===== config.mk =====
export PLATFORM = sky130hd
export DESIGN_NAME = hybrid_dpwm
export DESIGN_NICKNAME = d
export VERILOG_FILES = /design/src/rtl/hdpwm_pkg.sv /design/src/rtl/hdpwm_step_gen.sv /design/src/rtl/hdpwm_tap_ring.sv /design/src/rtl/hdpwm_coarse_cnt.sv /design/src/rtl/hybrid_dpwm.sv
export SDC_FILE = /design/constraint.sdc
export NUM_CORES = 1
export LEC_CHECK = 0
export ABC_AREA = 1
export BUFFER_PORTS_ARGS = -buffer_cell sky130_fd_sc_hd__buf_2
export CAP_MARGIN = 30
export CORE_ASPECT_RATIO = 2
export CORE_MARGIN = 1
export CORE_UTILIZATION = 54
export CTS_CLUSTER_DIAMETER = 120
export CTS_CLUSTER_SIZE = 10
export DETAILED_ROUTE_END_ITERATION = 7
export GPL_ROUTABILITY_DRIVEN = 0
export GPL_TIMING_DRIVEN = 0
export PLACE_DENSITY = 0.79
export SYNTH_ARGS = -nofsm -noshare
export SYNTH_HDL_FRONTEND = slang
export SYNTH_HIERARCHICAL = 1
export SYNTH_SLANG_ARGS = --single-unit

===== constraint.sdc =====
create_clock -name clk -period 2.8 [get_ports clk]
set_input_delay 0.84 -clock clk [delete_from_list [all_inputs] [get_ports clk]]
set_output_delay 0.84 -clock clk [all_outputs]
set_load 0.1 [all_outputs]

===== src/rtl/hdpwm_pkg.sv =====
package hdpwm_pkg;
   // Action applied to the output latch in one cycle
   typedef enum logic [1:0] {
      LATCH_HOLD = 2'd0,
      LATCH_SET  = 2'd1,
      LATCH_CLR  = 2'd2
   } latch_act_e;
endpackage


===== src/rtl/hdpwm_step_gen.sv =====
module hdpwm_step_gen #(
   parameter int FSEL_W = 2
) (
   input  logic              clk,
   input  logic              rst,
   input  logic              fine_step,
   input  logic [FSEL_W-1:0] fsel,
   output logic              adv
);
   localparam int DW_W = (1 << FSEL_W) - 1;

   generate
      if (FSEL_W < 1 || FSEL_W > 4) begin : g_bad_fsel
         $error("hdpwm_step_gen: FSEL_W must be in 1..4");
      end
   endgenerate

   logic [DW_W-1:0] dw_q;
   logic [DW_W-1:0] lim;

   // Dwell limit = 2^fsel - 1, computed with modular arithmetic
   assign lim = ({{(DW_W-1){1'b0}}, 1'b1} << fsel) - {{(DW_W-1){1'b0}}, 1'b1};
   assign adv = fine_step && (dw_q >= lim);

   always_ff @(posedge clk) begin
      if (rst)            dw_q <= '0;
      else if (adv)       dw_q <= '0;
      else if (fine_step) dw_q <= dw_q + {{(DW_W-1){1'b0}}, 1'b1};
   end

   // the dwell count does not move without a fine step
   a_r2_dwell_idle: assert property (@(posedge clk) disable iff (rst)
      !fine_step |=> $stable(dw_q));
endmodule


===== src/rtl/hdpwm_tap_ring.sv =====
module hdpwm_tap_ring #(
   parameter int ND = 5
) (
   input  logic          clk,
   input  logic          rst,
   input  logic          adv,
   input  logic [ND-1:0] sel,
   output logic          at_first,
   output logic          wrap,
   output logic          sel_hit
);
   localparam int TAPS = 1 << ND;

   generate
      if (ND < 1) begin : g_bad_nd
         $error("hdpwm_tap_ring: ND must be at least 1");
      end
   endgenerate

   logic [TAPS-1:0] tap_q;
   logic [TAPS-1:0] tap_d;

   // One-hot token ring: each position takes the token from its predecessor
   genvar gi;
   generate
      for (gi = 0; gi < TAPS; gi++) begin : g_stage
         if (gi == 0) begin : g_head
            assign tap_d[gi] = tap_q[TAPS-1];
         end else begin : g_body
            assign tap_d[gi] = tap_q[gi-1];
         end
      end
   endgenerate

   always_ff @(posedge clk) begin
      if (rst)      tap_q <= {{(TAPS-1){1'b0}}, 1'b1};
      else if (adv) tap_q <= tap_d;
   end

   assign at_first = tap_q[0];
   assign wrap     = adv && tap_q[TAPS-1];
   assign sel_hit  = tap_q[sel];

   // exactly one token in the ring at all times
   a_r3_one_token: assert property (@(posedge clk) disable iff (rst)
      $countones(tap_q) == 1);
   // the token moves only on a stage advance
   a_r2_ring_hold: assert property (@(posedge clk) disable iff (rst)
      !adv |=> $stable(tap_q));
endmodule


===== src/rtl/hdpwm_coarse_cnt.sv =====
module hdpwm_coarse_cnt #(
   parameter int NC = 3
) (
   input  logic          clk,
   input  logic          rst,
   input  logic          inc,
   output logic [NC-1:0] cnt_q,
   output logic          at_max
);
   generate
      if (NC < 1) begin : g_bad_nc
         $error("hdpwm_coarse_cnt: NC must be at least 1");
      end
   endgenerate

   always_ff @(posedge clk) begin
      if (rst)      cnt_q <= '0;
      else if (inc) cnt_q <= cnt_q + NC'(1);
   end

   assign at_max = &cnt_q;

   // the counter moves only when the ring wraps, by one each time
   a_r3_cnt_hold: assert property (@(posedge clk) disable iff (rst)
      !inc |=> $stable(cnt_q));
   a_r3_cnt_step: assert property (@(posedge clk) disable iff (rst)
      inc |=> cnt_q == $past(cnt_q) + NC'(1));
endmodule


===== src/rtl/hybrid_dpwm.sv =====
module hybrid_dpwm #(
   parameter int N_BITS = 8,
   parameter int NC     = 3,
   parameter int FSEL_W = 2
) (
   input  logic              clk,
   input  logic              rst,
   input  logic              fine_step,
   input  logic [FSEL_W-1:0] fsel,
   input  logic [N_BITS-1:0] duty,
   output logic              pwm_out
);
   import hdpwm_pkg::*;

   localparam int ND = N_BITS - NC;
   localparam logic [N_BITS-1:0] FULL = {N_BITS{1'b1}};

   generate
      if (NC < 1 || ND < 1) begin : g_bad_split
         $error("hybrid_dpwm: need 1 <= NC < N_BITS");
      end
   endgenerate

   logic              adv, wrap, at_first, sel_hit, at_max, pstart;
   logic [NC-1:0]     cnt;
   logic [N_BITS-1:0] duty_q;
   logic              pwm_q;
   logic              coarse_match, is_full, is_zero;
   latch_act_e        act;

   hdpwm_step_gen #(.FSEL_W(FSEL_W)) u_step (
      .clk(clk), .rst(rst), .fine_step(fine_step), .fsel(fsel), .adv(adv));

   hdpwm_tap_ring #(.ND(ND)) u_ring (
      .clk(clk), .rst(rst), .adv(adv), .sel(duty_q[ND-1:0]),
      .at_first(at_first), .wrap(wrap), .sel_hit(sel_hit));

   hdpwm_coarse_cnt #(.NC(NC)) u_coarse (
      .clk(clk), .rst(rst), .inc(wrap), .cnt_q(cnt), .at_max(at_max));

   // Period boundary: the ring wraps while the coarse counter is at its top
   assign pstart       = wrap && at_max;
   assign coarse_match = (cnt == duty_q[N_BITS-1:ND]);
   assign is_full      = &duty_q;
   assign is_zero      = ~|duty_q;

   // Clear has priority so a zero command stays low at stage 0
   always_comb begin
      act = LATCH_HOLD;
      if (coarse_match && sel_hit && !is_full)        act = LATCH_CLR;
      else if (cnt == '0 && at_first && !is_zero)     act = LATCH_SET;
   end

   always_ff @(posedge clk) begin
      if (rst) begin
         duty_q <= '0;
         pwm_q  <= 1'b0;
      end else begin
         if (pstart) duty_q <= duty;
         case (act)
            LATCH_SET: pwm_q <= 1'b1;
            LATCH_CLR: pwm_q <= 1'b0;
            default:   pwm_q <= pwm_q;
         endcase
      end
   end

   assign pwm_out = pwm_q;

   // output low right after reset
   a_r1_reset_low: assert property (@(posedge clk) disable iff (rst)
      $past(rst) |-> !pwm_q);
   // duty register changes only at a period start
   a_r8_duty_hold: assert property (@(posedge clk) disable iff (rst)
      !pstart |=> $stable(duty_q));
   // no rising edge while the captured command is zero
   a_r6_zero_no_rise: assert property (@(posedge clk) disable iff (rst)
      $rose(pwm_q) |-> duty_q != '0);
   // no falling edge caused by a full-scale command
   a_r7_full_no_fall: assert property (@(posedge clk) disable iff (rst)
      $fell(pwm_q) |-> $past(duty_q) != FULL);
endmodule


# Word level (Yosys, flattened, before mapping)
# Index checks and enable logic that the tools add are counted.
# word_totals
inputBits	13
regBits	47
out_inout_bits	1
# op_classes
add_sub_neg	3
magnitude_cmp	2
shifts	1
n_reduce_logical	14
n_eq_ne	3
muxes	5
# op_table
op	count
$reduce_and 8->1	1
$reduce_or 8->1	1
$logic_and 1x1->1	7
$add 3x1->3 const B	2
$lt 5x6->1 const B	1
$bmux 1 s5	1
$eq 3x3->1	1
$ge 3x3->1	1
$logic_not 3->1	1
$reduce_and 3->1	1
$shl 1x2->3 const A	1
$sub 3x1->3 const B	1
$eq 2x1->1 const B	1
$eq 2x2->1 const B	1
$mux 1	2
$mux 2	1
$pmux 1 s2	1
$reduce_bool 2->1	1
$reduce_or 2->1	1
$logic_not 1->1	1

# Longest topological paths before layout
# logic_depth
depth_word	7
ltp_mapped	16
ltp_nobuf	14

# Cells and area by module
# Netlist, hierarchy kept.
# by_module_without_submodules
mod	cells_each	instances	area_per_inst_um2
hdpwm_tap_ring	218	1	1441.4
hybrid_dpwm	68	1	436.7
hdpwm_step_gen	30	1	229.0
hdpwm_coarse_cnt	20	1	141.4

# Least setup slack after synthesis
# Ideal clock, no wire load.
# synth_timing
path_type	input -> register
startpoint	in fsel[1]
endpoint	reg duty_q[5]
required_time_ns	2.680
n_path_buf	2
t_arrival_ns	2.603
setup_slack_ns	0.077
cell_stages	15
path_cell_list	or2_2 ha_1 inv_1 nand2_1 nand2_1 nand2_1 nand2_1 inv_1 clkbuf_1 nand2_1 inv_1 nand2_1 buf_2 o21ai_1 a21oi_1
# synth_between
elab_chain_cells	6
# synth_lines
item	line_no	source
start, declared	hybrid_dpwm.sv:9	input logic [FSEL_W-1:0] fsel,
$shl 1x2->3	hdpwm_step_gen.sv:22	assign lim = ({{(DW_W-1){1'b0}}, 1'b1} << fsel) - {{(DW_W-1){1'b0}}, 1'b1};
$sub 3x1->3	hdpwm_step_gen.sv:22	
$ge 3x3->1	hdpwm_step_gen.sv:23	assign adv = fine_step && (dw_q >= lim);
$logic_and 1x1->1	hdpwm_step_gen.sv:23	
named net adv	hybrid_dpwm.sv:24	logic adv, wrap, at_first, sel_hit, at_max, pstart;
$logic_and 1x1->1	hdpwm_tap_ring.sv:41	assign wrap = adv && tap_q[TAPS-1];
named net wrap	hybrid_dpwm.sv:24	
$logic_and 1x1->1	hybrid_dpwm.sv:42	assign pstart = wrap && at_max;
end signal, assigned	hybrid_dpwm.sv:59	if (pstart) duty_q <= duty;
end, declared	hybrid_dpwm.sv:26	logic [N_BITS-1:0] duty_q;
# The timed path passes the listed nets, and every way through them passes these cells.
# A chain may end at the register's enable or synchronous reset.

# Worst setup path in the final report
# layout_timing
startpoint	in fsel[1]
endpoint	reg u_ring.tap_q[3]
# layout_between
elab_chain_cells	4
# layout_lines
item	line_no	source
$shl 1x2->3	hdpwm_step_gen.sv:22	
$sub 3x1->3	hdpwm_step_gen.sv:22	
$ge 3x3->1	hdpwm_step_gen.sv:23	
$logic_and 1x1->1	hdpwm_step_gen.sv:23	
named net adv	hybrid_dpwm.sv:24	
end signal, assigned	hdpwm_tap_ring.sv:36	if (rst) tap_q <= {{(TAPS-1){1'b0}}, 1'b1};
end signal, assigned	hdpwm_tap_ring.sv:37	else if (adv) tap_q <= tap_d;
end, declared	hdpwm_tap_ring.sv:20	logic [TAPS-1:0] tap_q;
# The timed path passes the listed nets, and every way through them passes these cells.

==> flow_summary.toml <==
[synthesis]
post_synth_inst_count = 336
post-synth-top-area-cell = "sky130_fd_sc_hd__dfxtp_1"
synth-edff-count = 0
synth.yosys.warnings = 6
synth.net_count = 355
synth_top_flop_cell = "sky130_fd_sc_hd__dfxtp_1"
synth.most_common_cell = "sky130_fd_sc_hd__nor2_1"
post_synth_instance_area_sq_um = 2250
avgSynthCellArea_sq_um = 6.69
sequential_area_share_after_synthesis_pct = 41.8
synth_seq_cells = 47
netlist_top_cells_count = "sky130_fd_sc_hd__nor2_1, sky130_fd_sc_hd__nand2_1, sky130_fd_sc_hd__dfxtp_1"
synth_top_area_share_pct = 41.8
synthDistinctLibCells = 22
postSynth.asyncResetShare_pct = 0
synth.top_cells.by_area = "sky130_fd_sc_hd__dfxtp_1, sky130_fd_sc_hd__nor2_1, sky130_fd_sc_hd__nand2_1, sky130_fd_sc_hd__o21ai_1, sky130_fd_sc_hd__nand3_1"

[sta]
finalHoldViolations = 0
fmax_mhz = 392
fin_worst_skew_ns = 0.00388
timing.hold.ws_ns = 0.496
setup_violation_total_in_the_final_timing_report = 0
period_share_pct = 91.1
grt_setup_unrepaired = "no"
post_layout_min_period_ns = 2.55
setup-tns-final_ns = 0
maxSlewViolCount = 0
slew_headroom_pct = 68.1
worst_slew_pin_slew_ns = 0.482

[floorplan]
die_width_microns = 47.6
design.core.area_sq_um = 3920
floorplan.die_area_sq_um = 4440
io_pins = 14
starting_density_pct = 57.3
row_count = 32
vert_die_dim_microns = 93.3

[final_layout]
antenna-diode-count = 0
syn_to_final_growth_pct = 9.96
finish.net_count = 377
final_util_pct = 63.0
drive_gt1_share_pct = 10.9
number_of_non_filler_instances_in_the_completed_layout = 408

[outcome]
run_status = "finished, final reports clean"

[cts]
cts.clk_slew.worst_paths_ns = 0.08
latest_clock_arrival_within_the_worst_skew_pair_ns = 0.29
h-tree-depth = 2
ctsHoldBuffers = 0
clock_sink_count = 47
clock_tree_from_tritoncts = "yes"
cts_root_buffer = "sky130_fd_sc_hd__clkbuf_8"
cts_inserted_buffers = 5
cts.path.max_buffers = 2

[pwr]
p_int_mw = 0.967
switching_share_pct = 27.0
design_power_total_mw = 1.33
pwr_density_cell_nw_per_um2 = 536
seq_power_share_pct = 57.8
power.clock.fraction_pct = 27.9
cellLeakagePower_nw = 1.17
comb_power_share_pct = 14.3
p_sw_mw = 0.359
vdd.ir_drop.worst_uv = 471

[worst_setup_path]
critPathLaunch = "fsel[1]"
critical-path-max-stage-delay_ns = 0.36
flop2flop_setup_slack_ns = 0.75
timing.reg2reg.worst_path_depth = 13
reg2reg_to = "u_ring/tap_q[3]"
startpoint_type = "input pin"
critical_path_data_arrival_time_ns = 2.78
worst_path_most_repeated_cell = "sky130_fd_sc_hd__nand2_1"
setup.worst_path.end_class = "flop"
cp.required_ns = 3.03
buffers_inverters_on_critical_path = 6
criticalPathCategory = "in -> reg"
r2r_start = "u_step/dw_q[0]"
path_max_fanout = 10
slowest_stage = "sky130_fd_sc_hd__clkbuf_1"
worstPathCellList = "buf_2 -> or2_2 -> ha_1 -> inv_1 -> nand2_1 -> nand2_1 -> nand2_1 -> nand2_1 -> clkinvlp_4 -> buf_4 -> inv_2 -> clkbuf_1 -> nor2_1 -> nor2_1"
crit_path_cell_count = 14
crit_family = "buffers and inverters"
critical_path_destination = "u_ring/tap_q[3]"

[place]
dp_hpwl_microns = 3480
numPlacedInstances = 400
place.port_buffers = 13

[route]
remaining_drc_errors = 0
route.vias.total = 2061
route.detailed.wl_per_inst_microns = 11.0
drt_pre_antenna_iters = 4
drt_iter0_drc = 21
post_drt_via_cell_ratio = 5.05
ant_nets = 0
route.final.wire_length_microns = 4480

[grt]
via_count_of_the_first_global_routing_pass = 1988
antenna_found_initial = 0
global_route.overflow_total = 0
global_route_wire_length_before_repair_microns = 7670
grt_use_total_pct = 23.6
grt_max_degree = 16

[run]
max-cap-violations = 0

[min_path]
worstHoldPathType = "reg -> reg"
## routing by layer
metal  vias up  share of wire [%]  routed length (microns)  global-route usage [%]
met5         -                  0                        0                       0
met2        23                 57                     2530                    45.4
li1       1098                  -                        -                       -
met3         8                1.8                       80                    3.67
met4         0                2.5                      110                    11.8
met1       932                 39                     1750                    20.8
## worst min path at each step
stage | startpoint | endpoint | cells after the start
3_3_place_gp | duty_q[6] | duty_q[6] | 2
3_5_place_dp | duty_q[6] | duty_q[6] | 2
5_1_grt | duty_q[6] | duty_q[6] | 2
4_1_cts | duty_q[6] | duty_q[6] | 2
2_1_floorplan | duty_q[6] | duty_q[6] | 2
6_report | duty_q[6] | duty_q[6] | 2
## sequential cells by signal, summed over array words and instances, names as in the netlist
signal	count
duty_q	8
pwm_out	1
u_coarse/cnt_q	3
u_ring/tap_q	32
u_step/dw_q	3
## cell type report
cell class	instances	area (sq um)
sequential	47	941
tap	51	63.8
buffer	13	77.6
clock buffer	6	72.6
timing repair buffer	16	87.6
fill	407	1450
inverter	27	115
multi-input combinational	248	1110
## through the flow
stage | worst slack, ns | cell area (sq um)
2_1_floorplan | 0.0770 | 2250
3_3_place_gp | -0.404 | 2380
3_5_place_dp | -0.428 | 2380
4_1_cts | 0.0678 | 2450
5_1_grt | 0.110 | 2470
6_report | 0.250 | 2470
## cells in the final DEF (no fill, tap or decap)
cell	netlist	layout
sky130_fd_sc_hd__inv_1	20	19
sky130_fd_sc_hd__nand2_2	2	2
sky130_fd_sc_hd__ha_1	6	6
sky130_fd_sc_hd__nor2_2	1	1
sky130_fd_sc_hd__clkinvlp_4	0	1
sky130_fd_sc_hd__xnor2_2	1	1
sky130_fd_sc_hd__dfxtp_1	47	47
sky130_fd_sc_hd__clkbuf_8	0	5
sky130_fd_sc_hd__xnor2_1	2	2
sky130_fd_sc_hd__inv_6	2	2
sky130_fd_sc_hd__buf_4	0	3
sky130_fd_sc_hd__nand2_1	73	73
sky130_fd_sc_hd__or2_0	1	1
sky130_fd_sc_hd__nand3_1	26	26
sky130_fd_sc_hd__buf_8	1	1
sky130_fd_sc_hd__buf_6	2	2
sky130_fd_sc_hd__inv_2	5	5
sky130_fd_sc_hd__a21oi_1	6	6
sky130_fd_sc_hd__nor2_1	88	88
sky130_fd_sc_hd__o21ai_0	11	11
sky130_fd_sc_hd__mux2i_1	1	1
sky130_fd_sc_hd__clkbuf_1	9	9
sky130_fd_sc_hd__o21ai_1	29	29
sky130_fd_sc_hd__or2_2	1	1
sky130_fd_sc_hd__buf_2	2	15
## logic make-up (layout without fill, tap and decap cells)
| group | Yosys count | after routing | synth area share [%] |
|---|---|---|---|
| flip-flops | 47 | 47 | 41.8 |
| buffers and inverters | 41 | 62 | 8.57 |
| AO/OA/AOI/OAI | 46 | 46 | 10.2 |
| XOR/XNOR | 3 | 3 | 1.50 |
| multiplexers | 1 | 1 | 0.445 |
| AND/OR/NAND/NOR | 192 | 192 | 34.1 |
| adder cells (fa/ha/maj) | 6 | 6 | 3.34 |
## worst register-to-register path, delay by kind of cell, from the launching register on
family,cells,cell delay (ns)
adder cells (fa/ha/maj),1,0.28
AND/OR/NAND/NOR,6,0.47
buffers and inverters,6,0.86
flip-flops,1,0.37
## power groups by stage
stage	sequential, mW	combinational, mW	clock, mW
floorplan	0.768	0.143	0
finish	0.766	0.189	0.370
global placement	0.781	0.176	0
CTS	0.766	0.183	0.385
detailed placement	0.782	0.183	0
global route	0.773	0.220	0.409
## timing repair
item | 4_1_cts | 5_1_grt
endpoints found under the setup margin | 8 | 8
gates resized for setup | 0 | 1
setup buffers | 0 | 3
Power figures use the tool's default switching activity.
